==> src/rtl/e3ma_pkg.sv <==
package e3ma_pkg;
  localparam int unsigned MA_W     = 8;
  localparam int unsigned FERF_POS = 7;
  localparam int unsigned PT_HI    = 5;
  localparam int unsigned PT_LO    = 3;
  localparam int unsigned TM_POS   = 0;
  localparam int unsigned PT_W     = PT_HI - PT_LO + 1;
  localparam int unsigned SHORT_RUN = 3;
  localparam int unsigned LONG_RUN  = 5;

  // Channel indices of the persistence filters
  localparam int unsigned CH_FERF = 0;
  localparam int unsigned CH_TM   = 1;
  localparam int unsigned NUM_CH  = 2;

  // Required run length for the selected mode
  function automatic int unsigned persist_len(input logic five,
                                              input int unsigned short_n,
                                              input int unsigned long_n);
    return five ? long_n : short_n;
  endfunction

  // Run length after one more frame: extend a matching run (saturating), else restart at 1
  function automatic int unsigned next_run(input logic same,
                                           input int unsigned cur,
                                           input int unsigned cap);
    if (same && (cur != 0))
      return (cur >= cap) ? cap : cur + 1;
    return 1;
  endfunction
endpackage

==> src/rtl/e3ma_persist_filter.sv <==
module e3ma_persist_filter
  import e3ma_pkg::*;
#(
  parameter int unsigned SHORT_N = 3,
  parameter int unsigned LONG_N  = 5
) (
  input  logic clk,
  input  logic rst_n,
  input  logic sample_en,
  input  logic bit_in,
  input  logic five_mode,
  output logic validated,
  output logic run_ok,
  output logic change_evt
);
  localparam int unsigned CNT_W = $clog2(LONG_N + 1);

  logic             run_bit_q;
  logic [CNT_W-1:0] cnt_q;
  logic [CNT_W-1:0] cnt_d;
  logic [CNT_W-1:0] thr_c;
  logic             val_q;
  logic             val_d;
  logic             same_c;
  logic             reached_c;

  always_comb begin
    thr_c     = CNT_W'(persist_len(five_mode, SHORT_N, LONG_N));
    same_c    = (bit_in == run_bit_q);
    cnt_d     = CNT_W'(next_run(same_c, 32'(cnt_q), LONG_N));
    reached_c = sample_en && (cnt_d >= thr_c);
    val_d     = reached_c ? bit_in : val_q;
  end

  always_ff @(posedge clk or negedge rst_n) begin
    if (!rst_n) begin
      run_bit_q <= 1'b0;
      cnt_q     <= '0;
      val_q     <= 1'b0;
    end else begin
      if (sample_en) begin
        run_bit_q <= bit_in;
        cnt_q     <= cnt_d;
      end
      val_q <= val_d;
    end
  end

  assign validated  = val_q;
  assign run_ok     = (cnt_q >= thr_c);
  assign change_evt = (val_d != val_q);

  // no strobe, no movement
  assert_hold_idle_R9: assert property (@(posedge clk) disable iff (!rst_n)
    !sample_en |=> ($stable(cnt_q) && $stable(val_q)));

  // a differing bit restarts the run at one
  assert_run_restart_R3: assert property (@(posedge clk) disable iff (!rst_n)
    (sample_en && (bit_in != run_bit_q)) |=> (cnt_q == CNT_W'(1)));

  // the validated value only moves on a frame, and then to that frame's bit
  assert_val_on_frame_R1: assert property (@(posedge clk) disable iff (!rst_n)
    !$stable(val_q) |-> ($past(sample_en) && (val_q == $past(bit_in))));

  // the run counter never passes the long window
  assert_cnt_bound_R10: assert property (@(posedge clk) disable iff (!rst_n)
    cnt_q <= CNT_W'(LONG_N));
endmodule

==> src/rtl/e3ma_irq_latch.sv <==
module e3ma_irq_latch (
  input  logic clk,
  input  logic rst_n,
  input  logic set_evt,
  input  logic clr,
  input  logic en,
  output logic flag,
  output logic irq
);
  logic flag_q;

  always_ff @(posedge clk or negedge rst_n) begin
    if (!rst_n)
      flag_q <= 1'b0;
    else if (set_evt)
      flag_q <= 1'b1;
    else if (clr)
      flag_q <= 1'b0;
  end

  assign flag = flag_q;
  assign irq  = flag_q & en;

  // sticky without a clear
  assert_sticky_R5: assert property (@(posedge clk) disable iff (!rst_n)
    (flag_q && !clr) |=> flag_q);

  // a change always leaves the flag set, clear or not
  assert_set_wins_R4: assert property (@(posedge clk) disable iff (!rst_n)
    set_evt |=> flag_q);

  // the flag only rises on a change
  assert_rise_cause_R4: assert property (@(posedge clk) disable iff (!rst_n)
    $rose(flag_q) |-> $past(set_evt));
endmodule

==> src/rtl/e3ma_field_capture.sv <==
module e3ma_field_capture #(
  parameter int unsigned W = 3
) (
  input  logic         clk,
  input  logic         rst_n,
  input  logic         load,
  input  logic [W-1:0] din,
  output logic [W-1:0] q
);
  logic [W-1:0] q_r;

  always_ff @(posedge clk or negedge rst_n) begin
    if (!rst_n)   q_r <= '0;
    else if (load) q_r <= din;
  end

  assign q = q_r;

  // the field follows the latest valid frame
  assert_capture_R7: assert property (@(posedge clk) disable iff (!rst_n)
    load |=> (q_r == $past(din)));
endmodule

==> src/rtl/e3ma_alarm_validator.sv <==
module e3ma_alarm_validator
  import e3ma_pkg::*;
(
  input  logic            clk,
  input  logic            rst_n,
  input  logic            frame_valid,
  input  logic [7:0]      ma_byte,
  input  logic            five_frame_mode,
  input  logic            irq_enable,
  input  logic            irq_clear,
  output logic            ferf_status,
  output logic            ferf_consistent,
  output logic            tm_status,
  output logic            tm_consistent,
  output logic [2:0]      payload_type,
  output logic            ferf_irq_flag,
  output logic            ferf_irq
);
  logic [NUM_CH-1:0] ch_bit;
  logic [NUM_CH-1:0] ch_val;
  logic [NUM_CH-1:0] ch_ok;
  logic [NUM_CH-1:0] ch_chg;

  assign ch_bit[CH_FERF] = ma_byte[FERF_POS];
  assign ch_bit[CH_TM]   = ma_byte[TM_POS];

  for (genvar g = 0; g < NUM_CH; g++) begin : g_filt
    e3ma_persist_filter #(
      .SHORT_N (SHORT_RUN),
      .LONG_N  (LONG_RUN)
    ) u_filt (
      .clk        (clk),
      .rst_n      (rst_n),
      .sample_en  (frame_valid),
      .bit_in     (ch_bit[g]),
      .five_mode  (five_frame_mode),
      .validated  (ch_val[g]),
      .run_ok     (ch_ok[g]),
      .change_evt (ch_chg[g])
    );
  end

  e3ma_field_capture #(.W(PT_W)) u_pt (
    .clk   (clk),
    .rst_n (rst_n),
    .load  (frame_valid),
    .din   (ma_byte[PT_HI:PT_LO]),
    .q     (payload_type)
  );

  e3ma_irq_latch u_irq (
    .clk     (clk),
    .rst_n   (rst_n),
    .set_evt (ch_chg[CH_FERF]),
    .clr     (irq_clear),
    .en      (irq_enable),
    .flag    (ferf_irq_flag),
    .irq     (ferf_irq)
  );

  assign ferf_status     = ch_val[CH_FERF];
  assign ferf_consistent = ch_ok[CH_FERF];
  assign tm_status       = ch_val[CH_TM];
  assign tm_consistent   = ch_ok[CH_TM];

  // status and flag move together on a change
  assert_flag_tracks_R4: assert property (@(posedge clk) disable iff (!rst_n)
    !$stable(ferf_status) |-> ferf_irq_flag);

  // idle cycles leave the captured field alone
  assert_pt_idle_R9: assert property (@(posedge clk) disable iff (!rst_n)
    !frame_valid |=> $stable(payload_type));
endmodule

==> config.mk <==
export PLATFORM = sky130hd
export DESIGN_NAME = e3ma_alarm_validator
export DESIGN_NICKNAME = d
export VERILOG_FILES = /design/src/rtl/e3ma_pkg.sv /design/src/rtl/e3ma_persist_filter.sv /design/src/rtl/e3ma_irq_latch.sv /design/src/rtl/e3ma_field_capture.sv /design/src/rtl/e3ma_alarm_validator.sv
export SDC_FILE = /design/constraint.sdc
export NUM_CORES = 1
export LEC_CHECK = 0
export ABC_CLOCK_PERIOD_IN_PS = 2260
export CORE_MARGIN = 2
export CORE_UTILIZATION = 46
export CTS_BUF_LIST = sky130_fd_sc_hd__clkbuf_4 sky130_fd_sc_hd__clkbuf_8
export CTS_CLUSTER_DIAMETER = 60
export DETAILED_ROUTE_END_ITERATION = 10
export PLACE_DENSITY_LB_ADDON = 0.12
export SLEW_MARGIN = 10
export SYNTH_ARGS = -nofsm -noshare
export SYNTH_HDL_FRONTEND = slang
export SYNTH_SLANG_ARGS = --single-unit
==> constraint.sdc <==
create_clock -name clk -period 2.26 [get_ports clk]
set_input_delay 0.452 -clock clk [delete_from_list [all_inputs] [get_ports clk]]
set_output_delay 0.452 -clock clk [all_outputs]
set_load 0.02 [all_outputs]
-- After elaboration in Yosys (flattened, before gate mapping)
Cells that the tools add are included.
- bits in registers: 14
- input port bits: 14
- output and inout bits: 9
- logic and storage cells: 39
- $add $sub $neg: 2
- order comparisons: 6
- equality and inequality tests: 3
- mux-type cells: 12
- bitwise logic cells: 1
- reductions and logical operators: 7
- operator list (cell ; number):
    $mux W3 ; 7
    $ge A3 B3 Y1 ; 4
    $add A3 B1 Y3 const B ; 2
    $ge A3 B3 Y1 const B ; 2
    $reduce_bool A3 Y1 ; 2
    $mux W1 ; 5
    $logic_and A1 B1 Y1 ; 4
    $eq A1 B1 Y1 ; 2
    $reduce_bool A2 Y1 ; 1
    $and A1 B1 Y1 ; 1
    $ne A1 B1 Y1 ; 1

-- Longest topological paths before layout
- word-level depth: 9
- mapped depth: 9
- gate-level depth less buffers: 9

-- Modules after synthesis
A second synthesis with hierarchy kept.
- cells, all modules: 104
- area, all modules: 1037.2 µm²
- modules (own cells, without submodules) (module ; instances ; cells an instance ; area an instance (µm²) ; sequential area each (µm²)):
    e3ma_persist_filter ; 2 ; 47 ; 442.9 ; 125.1
    e3ma_field_capture ; 1 ; 6 ; 108.9 ; 75.1
    e3ma_irq_latch ; 1 ; 4 ; 42.5 ; 25.0

-- Worst setup path before layout
OpenSTA, ideal clock, no wires.
- kind: register to register
- start: register g_filt[0].u_filt.cnt_q[0]
- end: register u_irq.flag_q (netlist: u_irq.flag)
- setup time: 0.126 ns
- arrival: 2.256 ns
- data required time: 2.134 ns
- setup slack: -0.122 ns
- stages on the path, launching flop included: 9
- buffers on the path: 0
- period minus slack after synthesis: 2.382 ns
- cells stage by stage: dfrtp_1 -> ha_1 -> or4b_1 -> a22oi_1 -> nor2b_1 -> ha_1 -> a21o_1 -> and3_1 -> a221o_1
- cells in the longest elaborated chain, start to end: 9
- elaborated cells between the ends (all ways): 14
- those cells by class: add/sub: 1; order compare: 2; eq/ne: 1; mux: 6; reduce/logical: 4
- RTL lines (element ; RTL line ; text):
    from (decl) ; e3ma_persist_filter.sv:19 ; logic [CNT_W-1:0] cnt_q;
    from (signal assigned) ; e3ma_persist_filter.sv:43 ; cnt_q <= cnt_d;
    $add A3 B1 Y3, or another cell as far along ; e3ma_pkg.sv:28 ; return (cur >= cap) ? cap : cur + 1;
    $mux W3 or $logic_and A1 B1 Y1 (tied branches) ; e3ma_pkg.sv:28, e3ma_pkg.sv:27 ;
    $mux W3 or $mux W1 (tied branches) ; e3ma_pkg.sv:27 ; if (same && (cur != 0))
    $mux W3 (*) ; e3ma_pkg.sv:29 ; return 1;
    via g_filt[0].u_filt.cnt_d[2] ; e3ma_persist_filter.sv:20 ; logic [CNT_W-1:0] cnt_d;
    $ge A3 B3 Y1 (*) ; e3ma_persist_filter.sv:31 ; reached_c = sample_en && (cnt_d >= thr_c);
    $logic_and A1 B1 Y1 (*) ; e3ma_persist_filter.sv:31 ;
    $mux W1 (*) ; e3ma_persist_filter.sv:32 ; val_d = reached_c ? bit_in : val_q;
    $ne A1 B1 Y1 (*) ; e3ma_persist_filter.sv:51 ; assign change_evt = (val_d != val_q);
    $mux W1 or $reduce_bool A2 Y1 (tied branches) ; n/a ;
    to (signal assigned) ; e3ma_irq_latch.sv:14 ; flag_q <= 1'b0;
    to (signal assigned) ; e3ma_irq_latch.sv:16 ; flag_q <= 1'b1;
    to (signal assigned) ; e3ma_irq_latch.sv:18 ; flag_q <= 1'b0;
    to (decl) ; e3ma_irq_latch.sv:10 ; logic flag_q;
Mark *: on every way through the listed nets, which the timed path passes. The rest lies on a longest branch.
A chain may end at the register's enable or synchronous reset.

-- Worst setup path in the final report
Ends and elaborated chain as after synthesis.

==> run summary <==
Clock transition at path regs -> 0.09 ns
Commonest cells post-synth -> dfrtp_1 (14), ha_1 (14), inv_1 (10)
Gpl congestion -> 0.806
TritonCTS buffer count -> 3
Area occupied by multi-input gates -> 674 um^2
Leading area contributor after synthesis -> dfrtp_1
CP peak stage delay -> 0.49 ns
Die X -> 50.9 um
Largest net degree at the start of global routing -> 15
Clock network fraction of total power -> 13.5%
Syn Std Cell Area -> 1010 um^2
Hold slack -> 0.513 ns
Port Buffers -> 19
Starting Density -> 50.0%
Core area -> 2020 um^2
Routed wire length -> 2490 um
Top sig layer -> met4
Setup WS post-layout -> -0.133 ns
Routed wl met2 -> 1270 um
Initial antenna violation count -> 0
Cells after synthesis -> 101
Synth cell types -> 34
Critical path class -> reg2reg
Final setup violation count -> 2
Routed wl met3 -> 97 um
Clk root buf -> clkbuf_4
Post-synthesis sequential element count -> 14
Fillers -> 153
Post-DRT Antenna Nets -> 0
Switching Fraction -> 40.4%
Post-Syn Area per Cell -> 10.0 um^2
Final period utilization -> 106%
Worst path cell trace -> ha_4 -> or4b_4 -> a22oi_2 -> nor2b_1 -> ha_1 -> a21o_1 -> and3_1 -> a221o_1
Die area -> 2590 um^2
# IOs -> 23
Critical path's slowest cell -> or4b_4
CP bufs+invs -> 0
Largest cells by area after synthesis -> dfrtp_1 (35%), ha_1 (17%), mux2_2 (5.6%), inv_1 (3.7%), xnor2_2 (3.2%)
Static Leak -> 0.708 nW
Sequential area share after synthesis -> 34.7%
Mapped Nets -> 129
Total track usage -> 20.8%
Status -> finished, violations left
Cell depth of the worst min-delay path -> 1
Drc violations -> 0
Max-cap viol count -> 0
Sequential fraction of design power -> 27.5%
Yosys top cell area share -> 34.7%
Max clock buf depth -> 2
Int Pwr -> 0.831 mW
Worst reg2reg path depth -> 8
Power Density -> 934 nW/um^2
Vias in the first global route -> 972
Slew Limit Headroom -> 56.4%
Post-Route Skew -> 0.00220 ns
Via/cell ratio -> 5.56
Comb pwr share -> 58.9%
Failing checks -> setup timing
Worst Path Required -> 2.44 ns
Final hold vios -> 0
Max frequency -> 418 MHz
Proportion of layout cells with a drive suffix above 1 -> 37.9%
Syn. warnings -> 0
Cell count along the critical path -> 8
Chip height -> 50.9 um
Switching pwr -> 0.563 mW
Startpoint type of the worst setup path -> register
Iter 0 DRT Violations -> 20
Hpwl dp -> 1770 um
Ys async rst share -> 100%
Tmin final -> 2.39 ns
Crit end category -> register
H-tree Lvls -> 1
P&R area growth vs syn -> 47.6%
VDD IR-drop max -> 608 uV
Routed WL per cell -> 14.5 um
Cell family with most CP delay -> simple AND/OR/NAND/NOR gates
Diodes inserted -> 0
RSZ-0062 raised after global routing -> yes
EDFF count, synth -> 0
HP Class -> reg2reg
Critical path data arrival time -> 2.57 ns
CTS tree -> yes
Nets -> 174
Worst-Margin Slew -> 0.652 ns
Synth Flop Type -> dfrtp_1
Total power -> 1.39 mW
Via count -> 957
CTS Sinks -> 14
Num rows -> 16
FF/Latch Area -> 352 um^2
Met1 WL -> 1090 um
Max-slew violation count -> 0
Post-CTS Hold Buffers -> 0
Clock Latency Late Sink -> 0.29 ns
Critical-path maximum fanout -> 4
First-pass GRT wire length -> 4070 um
Pre-antenna DRT Iters -> 4
Global route overflow -> 0
[routing by layer]
metal | vias to the layer above | GRT usage (%)
met4 | 0 | 9.01
met2 | 30 | 35.5
met5 | - | 0
met3 | 4 | 2.92
li1 | 462 | -
met1 | 461 | 26.3
[final timing paths]
check / endpoint / startpoint / slack (ns)
setup reg to reg: u_irq.flag$_DFFE_PN0P_ / g_filt[0].u_filt.cnt_q[0]$_DFFE_PN0P_ / -0.13
hold / removal: u_pt.q[0]$_DFFE_PN0P_ / u_pt.q[0]$_DFFE_PN0P_ / 0.51
hold reg to reg: u_pt.q[0]$_DFFE_PN0P_ / u_pt.q[0]$_DFFE_PN0P_ / 0.51
setup / recovery: u_irq.flag$_DFFE_PN0P_ / g_filt[0].u_filt.cnt_q[0]$_DFFE_PN0P_ / -0.13
max in group asynchronous: g_filt[0].u_filt.cnt_q[0]$_DFFE_PN0P_ / rst_n / 1.25
min in group asynchronous: u_pt.q[0]$_DFFE_PN0P_ / rst_n / 0.55
[state kept, by name (all words and copies together), names as in the netlist]
name                     flops
g_filt.u_filt.cnt_q          6
u_pt.q                       3
g_filt.u_filt.run_bit_q      2
g_filt.u_filt.validated      2
u_irq.flag                   1
[power by group through the flow]
stage / clock network, mW / logic [mW] / registers [mW]
2_1_floorplan: 0 / 0.379 / 0.421
3_3_place_gp: 0 / 0.705 / 0.381
3_5_place_dp: 0 / 0.729 / 0.389
4_1_cts: 0.190 / 0.754 / 0.385
5_1_grt: 0.207 / 0.902 / 0.395
6_report: 0.189 / 0.822 / 0.384
[cells by family after synthesis]
| kind of cell | after synthesis | synth area share [%] |
|---|---|---|
| and+or+nand+nor | 23 | 13.4 |
| AOI/OAI and AO/OA | 29 | 19.9 |
| muxes | 5 | 5.57 |
| DFF | 14 | 34.7 |
| xor gates and xnor gates | 3 | 4.08 |
| adders and majority gates | 14 | 17.3 |
| buffers and inverters | 13 | 5.07 |
[placed cells by master (no fill, tap or decap), types with 3 or more instances in the layout]
cell             Yosys  final
buf_4                0     22
clkdlybuf4s50_1      0     16
dfrtp_1             14     13
ha_1                14     12
inv_1               10      8
a21oi_1              6      5
mux2_2               5      5
nor2_1               4      4
a21o_1               4      4
inv_2                1      3
o21ai_0              3      3
clkbuf_4             0      3
[layout make-up]
type / instances / area share, %
clock buffer: 4 / 2.43
inverter: 11 / 2.77
multi-input combinational: 74 / 45.2
sequential: 14 / 23.6
tap: 27 / 2.26
timing repair buffer: 42 / 23.8
[metrics by stage]
stage | setup WS (ns) | area, um^2 | TNS [ns] | instances | util, %
2_1_floorplan | -0.0456 | 1010 | -0.0456 | 101 | -
3_3_place_gp | -0.311 | 1360 | -0.699 | 162 | 67.1
3_5_place_dp | -0.336 | 1360 | -0.889 | 162 | 67.1
4_1_cts | -0.107 | 1430 | -0.107 | 168 | 70.5
5_1_grt | -0.196 | 1490 | -0.393 | 172 | 73.8
6_report | -0.133 | 1490 | -0.167 | 172 | 73.8
[what timing repair did]
item	CTS	global route
endpoints found under the setup margin	5	5
pin swaps	3	10
resized for setup	8	12
hold endpoints to repair	0	0
buffers inserted	2	4
No activity file was read; power rests on OpenSTA's default activity.
